===== config.mk =====
export PLATFORM = sky130hd
export DESIGN_NAME = hb_cfg_space
export DESIGN_NICKNAME = d
export VERILOG_FILES = /design/src/rtl/hb_cfg_pkg.sv /design/src/rtl/hb_cfg_merge.sv /design/src/rtl/hb_cfg_store.sv /design/src/rtl/hb_shadow_route.sv /design/src/rtl/hb_cfg_space.sv
export SDC_FILE = /design/constraint.sdc
export NUM_CORES = 2
export LEC_CHECK = 0
export BUFFER_PORTS_ARGS = -buffer_cell sky130_fd_sc_hd__buf_2
export CAP_MARGIN = 20
export CORE_MARGIN = 2
export CORE_UTILIZATION = 60
export DETAILED_ROUTE_END_ITERATION = 7
export PLACE_DENSITY = 0.86
export SKIP_CTS_REPAIR_TIMING = 1
export SYNTH_ARGS = -nofsm -noshare
export SYNTH_HDL_FRONTEND = slang
export SYNTH_SLANG_ARGS = --single-unit

===== constraint.sdc =====
create_clock -name clk -period 6 [get_ports clk]
set_clock_uncertainty 0.15 [all_clocks]
set_input_delay 0.3 -clock clk [delete_from_list [all_inputs] [get_ports clk]]
set_output_delay 0.3 -clock clk [all_outputs]
set_load 0.005 [all_outputs]

===== src/rtl/hb_cfg_pkg.sv =====
package hb_cfg_pkg;

    localparam int CFG_BYTES = 256;
    localparam int OFF_W     = $clog2(CFG_BYTES);
    localparam int BYTE_W    = 8;

    localparam logic [OFF_W-1:0] OFF_CMD    = 8'h04;
    localparam logic [OFF_W-1:0] OFF_STS_HI = 8'h07;
    localparam logic [OFF_W-1:0] OFF_SHD_C  = 8'h61;
    localparam logic [OFF_W-1:0] OFF_SHD_D  = 8'h62;
    localparam logic [OFF_W-1:0] OFF_SHD_EF = 8'h63;

    localparam logic [BYTE_W-1:0] CMD_WMASK = 8'h40;
    localparam logic [BYTE_W-1:0] STS_W1C   = 8'hB0;
    localparam logic [BYTE_W-1:0] SOFT_CLR  = 8'h30;
    localparam logic [BYTE_W-1:0] NO_FUNC   = 8'hFF;

    localparam int SEG16_COUNT = 8;
    localparam int FIELD_W     = 2;

    typedef enum logic [1:0] {
        SHD_EXT      = 2'd0,
        SHD_WR_DRAM  = 2'd1,
        SHD_RD_DRAM  = 2'd2,
        SHD_ALL_DRAM = 2'd3
    } shd_mode_e;

    typedef struct packed {
        logic rd_dram;
        logic wr_dram;
    } route_t;

    typedef enum logic [1:0] {
        WP_IGNORE,
        WP_MASKED,
        WP_CLEAR1,
        WP_PLAIN
    } wpol_e;

    function automatic route_t mode_to_route(shd_mode_e m);
        route_t r;
        unique case (m)
            SHD_EXT:      r = '{rd_dram: 1'b0, wr_dram: 1'b0};
            SHD_WR_DRAM:  r = '{rd_dram: 1'b0, wr_dram: 1'b1};
            SHD_RD_DRAM:  r = '{rd_dram: 1'b1, wr_dram: 1'b0};
            default:      r = '{rd_dram: 1'b1, wr_dram: 1'b1};
        endcase
        return r;
    endfunction

    function automatic logic is_read_only(logic [OFF_W-1:0] off);
        return off inside {[8'h00:8'h03], [8'h05:8'h06], [8'h08:8'h0C],
                           [8'h0E:8'h11], [8'h14:8'h4F], [8'h79:8'h7D],
                           [8'h85:8'h87], [8'h8C:8'hA7], [8'hAD:8'hFC]};
    endfunction

    function automatic wpol_e write_policy(logic [OFF_W-1:0] off);
        if (is_read_only(off))       return WP_IGNORE;
        else if (off == OFF_CMD)     return WP_MASKED;
        else if (off == OFF_STS_HI)  return WP_CLEAR1;
        else                         return WP_PLAIN;
    endfunction

    function automatic logic [BYTE_W-1:0] reset_byte(logic [OFF_W-1:0] off);
        logic [BYTE_W-1:0] v;
        case (off)
            8'h00: v = 8'h06;
            8'h01: v = 8'h11;
            8'h02: v = 8'h85;
            8'h03: v = 8'h05;
            8'h04: v = 8'h07;
            8'h06: v = 8'hA0;
            8'h07: v = 8'h02;
            8'h0B: v = 8'h06;
            8'h58: v = 8'h40;
            8'h59: v = 8'h05;
            8'h5A, 8'h5B, 8'h5C,
            8'h5D, 8'h5E, 8'h5F: v = 8'h01;
            8'h64: v = 8'hAB;
            default: v = 8'h00;
        endcase
        return v;
    endfunction

endpackage


===== src/rtl/hb_cfg_merge.sv =====
module hb_cfg_merge
    import hb_cfg_pkg::*;
(
    input  logic [OFF_W-1:0]  off,
    input  logic [BYTE_W-1:0] cur,
    input  logic [BYTE_W-1:0] wdata,
    output logic              upd,
    output logic [BYTE_W-1:0] nxt
);
    wpol_e pol;

    always_comb begin
        pol = write_policy(off);
        upd = (pol != WP_IGNORE);
        unique case (pol)
            WP_MASKED: nxt = (cur & ~CMD_WMASK) | (wdata & CMD_WMASK);
            WP_CLEAR1: nxt = cur & ~(wdata & STS_W1C);
            WP_PLAIN:  nxt = wdata;
            default:   nxt = cur;
        endcase
    end
endmodule


===== src/rtl/hb_cfg_store.sv =====
module hb_cfg_store
    import hb_cfg_pkg::*;
(
    input  logic              clk,
    input  logic              rst,
    input  logic              soft_rst,
    input  logic              wr_en,
    input  logic [OFF_W-1:0]  off,
    input  logic [BYTE_W-1:0] wdata,
    output logic [BYTE_W-1:0] cur_byte,
    output logic [BYTE_W-1:0] shd_c,
    output logic [BYTE_W-1:0] shd_d,
    output logic [BYTE_W-1:0] shd_ef
);
    logic [BYTE_W-1:0] mem [CFG_BYTES];
    logic              upd;
    logic [BYTE_W-1:0] nxt;
    logic              do_wr;
    logic [BYTE_W-1:0] ef_next;

    assign cur_byte = mem[off];
    assign shd_c    = mem[OFF_SHD_C];
    assign shd_d    = mem[OFF_SHD_D];
    assign shd_ef   = mem[OFF_SHD_EF];

    hb_cfg_merge u_merge (
        .off   (off),
        .cur   (cur_byte),
        .wdata (wdata),
        .upd   (upd),
        .nxt   (nxt)
    );

    assign do_wr   = wr_en && upd;
    assign ef_next = ((do_wr && off == OFF_SHD_EF) ? nxt : mem[OFF_SHD_EF]) & ~SOFT_CLR;

    always_ff @(posedge clk) begin
        if (rst) begin
            for (int i = 0; i < CFG_BYTES; i++) begin
                mem[i] <= reset_byte(OFF_W'(i));
            end
        end else begin
            if (do_wr) begin
                mem[off] <= nxt;
            end
            if (soft_rst) begin
                mem[OFF_SHD_EF] <= ef_next;
            end
        end
    end

    // protected bytes never change on a write
    p_ro_stable_r2: assert property (@(posedge clk) disable iff (rst)
        (wr_en && is_read_only(off)) |=> (mem[$past(off)] == $past(cur_byte)));

    // command byte changes only in its writable bit
    p_cmd_mask_r3: assert property (@(posedge clk) disable iff (rst)
        (wr_en && off == OFF_CMD && !soft_rst) |=>
        (((mem[OFF_CMD] ^ $past(mem[OFF_CMD])) & ~CMD_WMASK) == '0) &&
        (mem[OFF_CMD][6] == $past(wdata[6])));

    // status write never sets a bit and only touches clearable bits
    p_sts_clear_r4: assert property (@(posedge clk) disable iff (rst)
        (wr_en && off == OFF_STS_HI) |=>
        ((mem[OFF_STS_HI] & ~$past(mem[OFF_STS_HI])) == '0) &&
        (((mem[OFF_STS_HI] ^ $past(mem[OFF_STS_HI])) & ~STS_W1C) == '0));

    // soft reset leaves the BIOS shadow field at zero
    p_soft_clr_r9: assert property (@(posedge clk) disable iff (rst)
        soft_rst |=> ((mem[OFF_SHD_EF] & SOFT_CLR) == '0));
endmodule


===== src/rtl/hb_shadow_route.sv =====
module hb_shadow_route
    import hb_cfg_pkg::*;
#(
    parameter int ADDR_W = 20
) (
    input  logic [ADDR_W-1:0] addr,
    input  logic [BYTE_W-1:0] shd_c,
    input  logic [BYTE_W-1:0] shd_d,
    input  logic [3:0]        shd_ef_hi,
    output route_t            route
);
    localparam logic [ADDR_W-1:0] WIN_LO = ADDR_W'(20'hC0000);
    localparam logic [ADDR_W-1:0] WIN_HI = ADDR_W'(20'hFFFFF);
    localparam int SEG_IDX_W = $clog2(SEG16_COUNT);

    logic [2*BYTE_W-1:0] shd_cd;
    route_t              seg16 [SEG16_COUNT];
    route_t              seg_e;
    route_t              seg_f;
    logic                in_win;
    logic [SEG_IDX_W-1:0] idx16;

    assign shd_cd = {shd_d, shd_c};

    for (genvar g = 0; g < SEG16_COUNT; g++) begin : g_seg16
        assign seg16[g] = mode_to_route(shd_mode_e'(shd_cd[FIELD_W*g +: FIELD_W]));
    end

    assign seg_f  = mode_to_route(shd_mode_e'(shd_ef_hi[1:0]));
    assign seg_e  = mode_to_route(shd_mode_e'(shd_ef_hi[3:2]));
    assign in_win = (addr >= WIN_LO) && (addr <= WIN_HI);
    assign idx16  = addr[16:14];

    always_comb begin
        if (!in_win)        route = '{rd_dram: 1'b1, wr_dram: 1'b1};
        else if (!addr[17]) route = seg16[idx16];
        else if (addr[16])  route = seg_f;
        else                route = seg_e;
    end
endmodule


===== src/rtl/hb_cfg_space.sv =====
module hb_cfg_space
    import hb_cfg_pkg::*;
#(
    parameter int FUNC_W = 3,
    parameter int ADDR_W = 20
) (
    input  logic              clk,
    input  logic              rst,
    input  logic              soft_rst,
    input  logic              cfg_wr,
    input  logic              cfg_rd,
    input  logic [FUNC_W-1:0] cfg_func,
    input  logic [OFF_W-1:0]  cfg_off,
    input  logic [BYTE_W-1:0] cfg_wdata,
    output logic [BYTE_W-1:0] cfg_rdata,
    input  logic [ADDR_W-1:0] route_addr,
    output logic              route_rd_dram,
    output logic              route_wr_dram,
    output logic              bios_shadowed
);
    logic              fn0;
    logic [BYTE_W-1:0] cur_byte;
    logic [BYTE_W-1:0] shd_c;
    logic [BYTE_W-1:0] shd_d;
    logic [BYTE_W-1:0] shd_ef;
    route_t            route;

    assign fn0 = (cfg_func == '0);

    hb_cfg_store u_store (
        .clk      (clk),
        .rst      (rst),
        .soft_rst (soft_rst),
        .wr_en    (cfg_wr && fn0),
        .off      (cfg_off),
        .wdata    (cfg_wdata),
        .cur_byte (cur_byte),
        .shd_c    (shd_c),
        .shd_d    (shd_d),
        .shd_ef   (shd_ef)
    );

    hb_shadow_route #(.ADDR_W(ADDR_W)) u_route (
        .addr      (route_addr),
        .shd_c     (shd_c),
        .shd_d     (shd_d),
        .shd_ef_hi (shd_ef[7:4]),
        .route     (route)
    );

    assign route_rd_dram = route.rd_dram;
    assign route_wr_dram = route.wr_dram;
    assign bios_shadowed = shd_ef[5];

    always_ff @(posedge clk) begin
        if (rst) begin
            cfg_rdata <= '0;
        end else if (cfg_rd) begin
            cfg_rdata <= fn0 ? cur_byte : NO_FUNC;
        end
    end

    // other functions read as all ones
    p_other_func_r10: assert property (@(posedge clk) disable iff (rst)
        (cfg_rd && !fn0) |=> (cfg_rdata == NO_FUNC));

    // read data holds between read strobes
    p_rdata_hold_r12: assert property (@(posedge clk) disable iff (rst)
        !cfg_rd |=> $stable(cfg_rdata));

    // addresses below the shadow window always use DRAM
    p_low_dram_r11: assert property (@(posedge clk) disable iff (rst)
        (route_addr < ADDR_W'(20'hC0000)) |-> (route_rd_dram && route_wr_dram));

    // BIOS flag agrees with read routing of the top segment
    p_bios_flag_r8: assert property (@(posedge clk) disable iff (rst)
        (route_addr >= ADDR_W'(20'hF0000) && route_addr <= ADDR_W'(20'hFFFFF))
        |-> (route_rd_dram == bios_shadowed));
endmodule


# Word-level counts from Yosys, hierarchy flattened
# Memory sizes are Yosys's and may differ from the RTL's.
# Cells that the tools add are included.
# W data, S select, Z words.
# word_totals
elab_cells	130
reg_bits	8
mem_bits_rw	2048
n_memories	1
# classes
eq_ne	27
mux	45
reduce_logical	27
bitwise_logic	8
order_cmp	21
# mem_list
memory	words	width	read_ports	rd_clocked_by_memory_dff	wr	line	source
u_store.mem	256	8	4	0	256	hb_cfg_store.sv:15	logic [BYTE_W-1:0] mem [CFG_BYTES];
# ops
cell	n
$mux W8	16
$pmux W2 S3	10
$eq A2 B2 Y1 const B	12
$ge A8 B8 Y1 const B	3
$le A8 B8 Y1 const B	3
$pmux W8 S3	1
$eq A2 B1 Y1 const B	11
$ge A20 B20 Y1 const B	1
$le A20 B20 Y1 const B	1
$logic_not A2 Y1	10
$eq A8 B3 Y1 const B	2
$ge A8 B4 Y1 const B	2
$le A8 B7 Y1 const B	2
$mux W2	7
$logic_and A1 B1 Y1	13
$mux W1	10
$reduce_bool A9 Y1	1
$and A8 B8 Y8	1
$eq A8 B7 Y1 const B	1
$eq A8 B8 Y1 const B	1
$ge A8 B1 Y1 const B	1
$ge A8 B3 Y1 const B	1
$ge A8 B5 Y1 const B	1
$ge A8 B7 Y1 const B	1
other kinds (15)	16

# Logic depth before layout (Yosys ltp)
# depth
depth_word	12
depth_mapped	16

# Hierarchy
# A second synthesis with hierarchy kept.
# hier_totals
hier_cells	6629
hier_area_um2	95738.1
# by_module_without_submodules
module	n_inst	area_per_inst_um2	cells_per_inst	seq_area_each_um2
hb_cfg_store	1	94748.4	6509	61499.0
hb_cfg_merge	1	465.4	63	0.0
hb_cfg_space	1	327.8	36	160.2
hb_shadow_route	1	196.4	21	0.0

# Least setup slack after synthesis
# No wires, ideal clock.
# synth_path
path_kind	in2reg
startpoint	in cfg_off[0]
endpoint	mem u_store.mem[89][2], data pin
arrival_time_ps	2866
n_path_buf	6
slack_ps	2714
stages	14
path_cell_list	buf_4 > buf_4 > buf_2 > buf_2 > mux4_2 > a22oi_1 > a21oi_1 > nor4_1 > o22ai_1 > nor2_1 > o21a_1 > buf_4 > buf_4 > nand3_1
# synth_lines
element	line	source
start, declared	hb_cfg_space.sv:13	input logic [OFF_W-1:0] cfg_off,
end, declared	hb_cfg_store.sv:15	

==> flow_summary.json <==
{
  "avgSynthCellArea_um2": 18.8,
  "num_rows": 136,
  "cts_tree": "done",
  "num-fill-cells": 7560,
  "die_area_um2": 141000,
  "worstSetupPathType": "input port to flip-flop",
  "core_area_um2": 137000,
  "cap_violations": 0,
  "syn2layout_area_growth_pct": 16.3,
  "rsz0062_at_grt": "no",
  "hold_class": "input port to flip-flop",
  "async_flop_share_pct": 0,
  "clockBufferDepth": 3,
  "via_count": 45442,
  "hold_viol": 0,
  "worstPathRequired_ns": 6.43,
  "synth_seq_area_share_pct": 74.4,
  "clk_latency_ns": 0.85,
  "port_buffers": 40,
  "endpoint_kind": "flip-flop",
  "yosysUniqueCellTypes": 57,
  "synth_edf_count": 2048,
  "io_pins": 55,
  "post_drt_wl_per_cell_um": 24.8,
  "layout_common_cells": "2048 x edfxtp_1, 1528 x conb_1, 476 x mux4_2",
  "h-tree-depth": 4,
  "tns_ns": 0,
  "clock-sinks": 2056,
  "cts_buffers": 193,
  "dp_hpwl_um": 105000,
  "grt.overflow.total": 0,
  "root_buffer": "clkbuf_16",
  "drc": 0,
  "slew_headroom_pct": 20.5,
  "fin_crit_ns": 4.77,
  "ys_dominant_reg_cell": "edfxtp_1",
  "cp.arrival_ns": 5.20,
  "syn-cell-area_um2": 82800,
  "final_common_cell": "edfxtp_1",
  "via_per_inst": 5.84,
  "netlist_instances": 4413,
  "slowest_stage": "nor4_1",
  "track_usage_pct": 26.3,
  "finalSetupViolCount": 0,
  "clk_pin_slew_ns": 0.07,
  "cp-start-kind": "input port",
  "p_per_area_nw_per_um2": 330,
  "pre_cts_slack_ns": 0.759,
  "crit_chain": "buf_8 -> buf_4 -> mux4_2 -> a22oi_1 -> a21oi_1 -> nor4_1 -> o22ai_1 -> nor2_1 -> mux2i_4 -> buf_4 -> or2_2",
  "fp.dieH_um": 376,
  "synth.ff_latch_count": 2056,
  "worst_slack_ns": 1.23,
  "crit_path_max_fanout": 72,
  "antenna_found_initial": 8,
  "initial_utilization_pct": 60.3,
  "cellLeakagePower_nw": 35.3,
  "worst_slew_pin_slew_ns": 1.19,
  "final_max_slew_viol_count": 0,
  "post-route-period-util_pct": 79.5,
  "wirelength_um": 193000,
  "status": "finished clean",
  "gp_congestion": 0.853,
  "fmax_ghz": 0.210,
  "drive_gt1_share_pct": 15.8,
  "nNetsFinal": 5861,
  "ant_nets": 0,
  "grt_max_degree": 210,
  "grt_pass1_vias": 46395,
  "die_w_um": 376,
  "cp_common_cell": "buf_4",
  "drt-initial-drc-count": 6669,
  "drt_first_pass_iters": 7,
  "grt_pass1_wl_um": 275000,
  "peakVddDrop_v": 0.000352,
  "yosysWarnings": 0,
  "slowest_delay_ns": 0.83
}
==> final timing paths <==
check	startpoint	end	slack, ns	cells past startpoint
setup / recovery	cfg_off[0]	u_store.mem[88][6]	1.23	11
hold / removal	cfg_wdata[4]	u_store.mem[87][4]	0.04	4
setup reg to reg	u_store.mem[125][6]	u_store.mem[88][6]	1.49	9
hold reg to reg	cfg_rdata[7]	cfg_rdata[7]	0.35	2
==> per-layer routing <==
layer | vias to the layer above | part of all wire (%) | GRT usage [%]
li1 | 18753 | - | -
met1 | 22736 | 33 | 32.7
met2 | 3242 | 51 | 44.2
met3 | 705 | 10 | 5.91
met4 | 6 | 5.8 | 12.8
met5 | - | 0.018 | 0
==> layout make-up <==
cell class | count | area (um^2) | area share [%]
multi-input cells | 3391 | 24600 | 25.5
inverters | 4 | 15.0 | 0.0156
diodes | 6 | 15.0 | 0.0156
repair buffers | 171 | 1620 | 1.68
clock inverters | 118 | 1160 | 1.21
flip-flops and latches | 2056 | 61700 | 64.0
well taps | 1794 | 2240 | 2.33
clock buffers | 240 | 5030 | 5.22
==> synthesized netlist by cell type, types with 8 or more instances <==
master	instances	area, um^2
nor4_1	24	150
nand3_1	27	135
nand2_1	95	357
mux2i_1	137	1370
nor2_1	474	1780
mux4_2	476	10700
o21ai_0	20	100
dfxtp_1	8	160
buf_6	23	259
buf_4	82	616
a22oi_1	203	1520
a31oi_1	10	62.6
nor3_1	18	90.1
nand2b_1	74	463
or2_2	8	50.1
buf_2	80	400
a21oi_1	110	551
a211oi_1	8	60.1
clkbuf_1	295	1110
o211ai_1	14	105
o22ai_1	20	125
nor2b_1	77	482
edfxtp_1	2048	61500
==> report_power, final <==
group	internal [mW]	total [mW]	switching, mW	leakage, nW
logic	0.910	2.47	1.56	11.9
registers	16.9	17.2	0.336	20.4
clock network	6.75	12.1	5.35	3.03
==> flip-flops by register name (all words and copies together), names as in the netlist <==
| register | flops |
|---|---|
| cfg_rdata | 8 |
| u_store.mem | 2048 |
==> through the flow <==
step / utilization [%] / instances / hold WS [ns] / total power, mW / instance area, um^2
floorplan: - / 5939 / 0.319 / 19.0 / 88600
global placement: 65.5 / 7406 / 0.321 / 19.6 / 90000
detailed placement: 65.5 / 7407 / 0.331 / 19.7 / 90000
CTS: 70.0 / 7765 / -0.353 / 31.6 / 96200
global route: 70.1 / 7777 / 0.0276 / 32.5 / 96300
finish: 70.1 / 7780 / 0.0427 / 31.8 / 96300
==> logic make-up after synthesis <==
kind of cell / count (synthesis) / share of synthesized area [%]
AOI/OAI and AO/OA: 423 / 3.47
xor gates and xnor gates: 1 / 0.0106
buffers and inverters: 492 / 2.93
DFF: 2056 / 74.4
muxes: 620 / 14.7
other: 2 / 0.00907
and+or+nand+nor: 819 / 4.44
==> worst max-delay path: cells and delay by family <==
| kind | cells | cell delay (ns) |
|---|---|---|
| mux | 2 | 0.71 |
| compound gates | 3 | 0.98 |
| simple gates | 3 | 1.74 |
| buf+inv | 3 | 1.34 |
No activity file was read; power rests on OpenSTA's default activity.
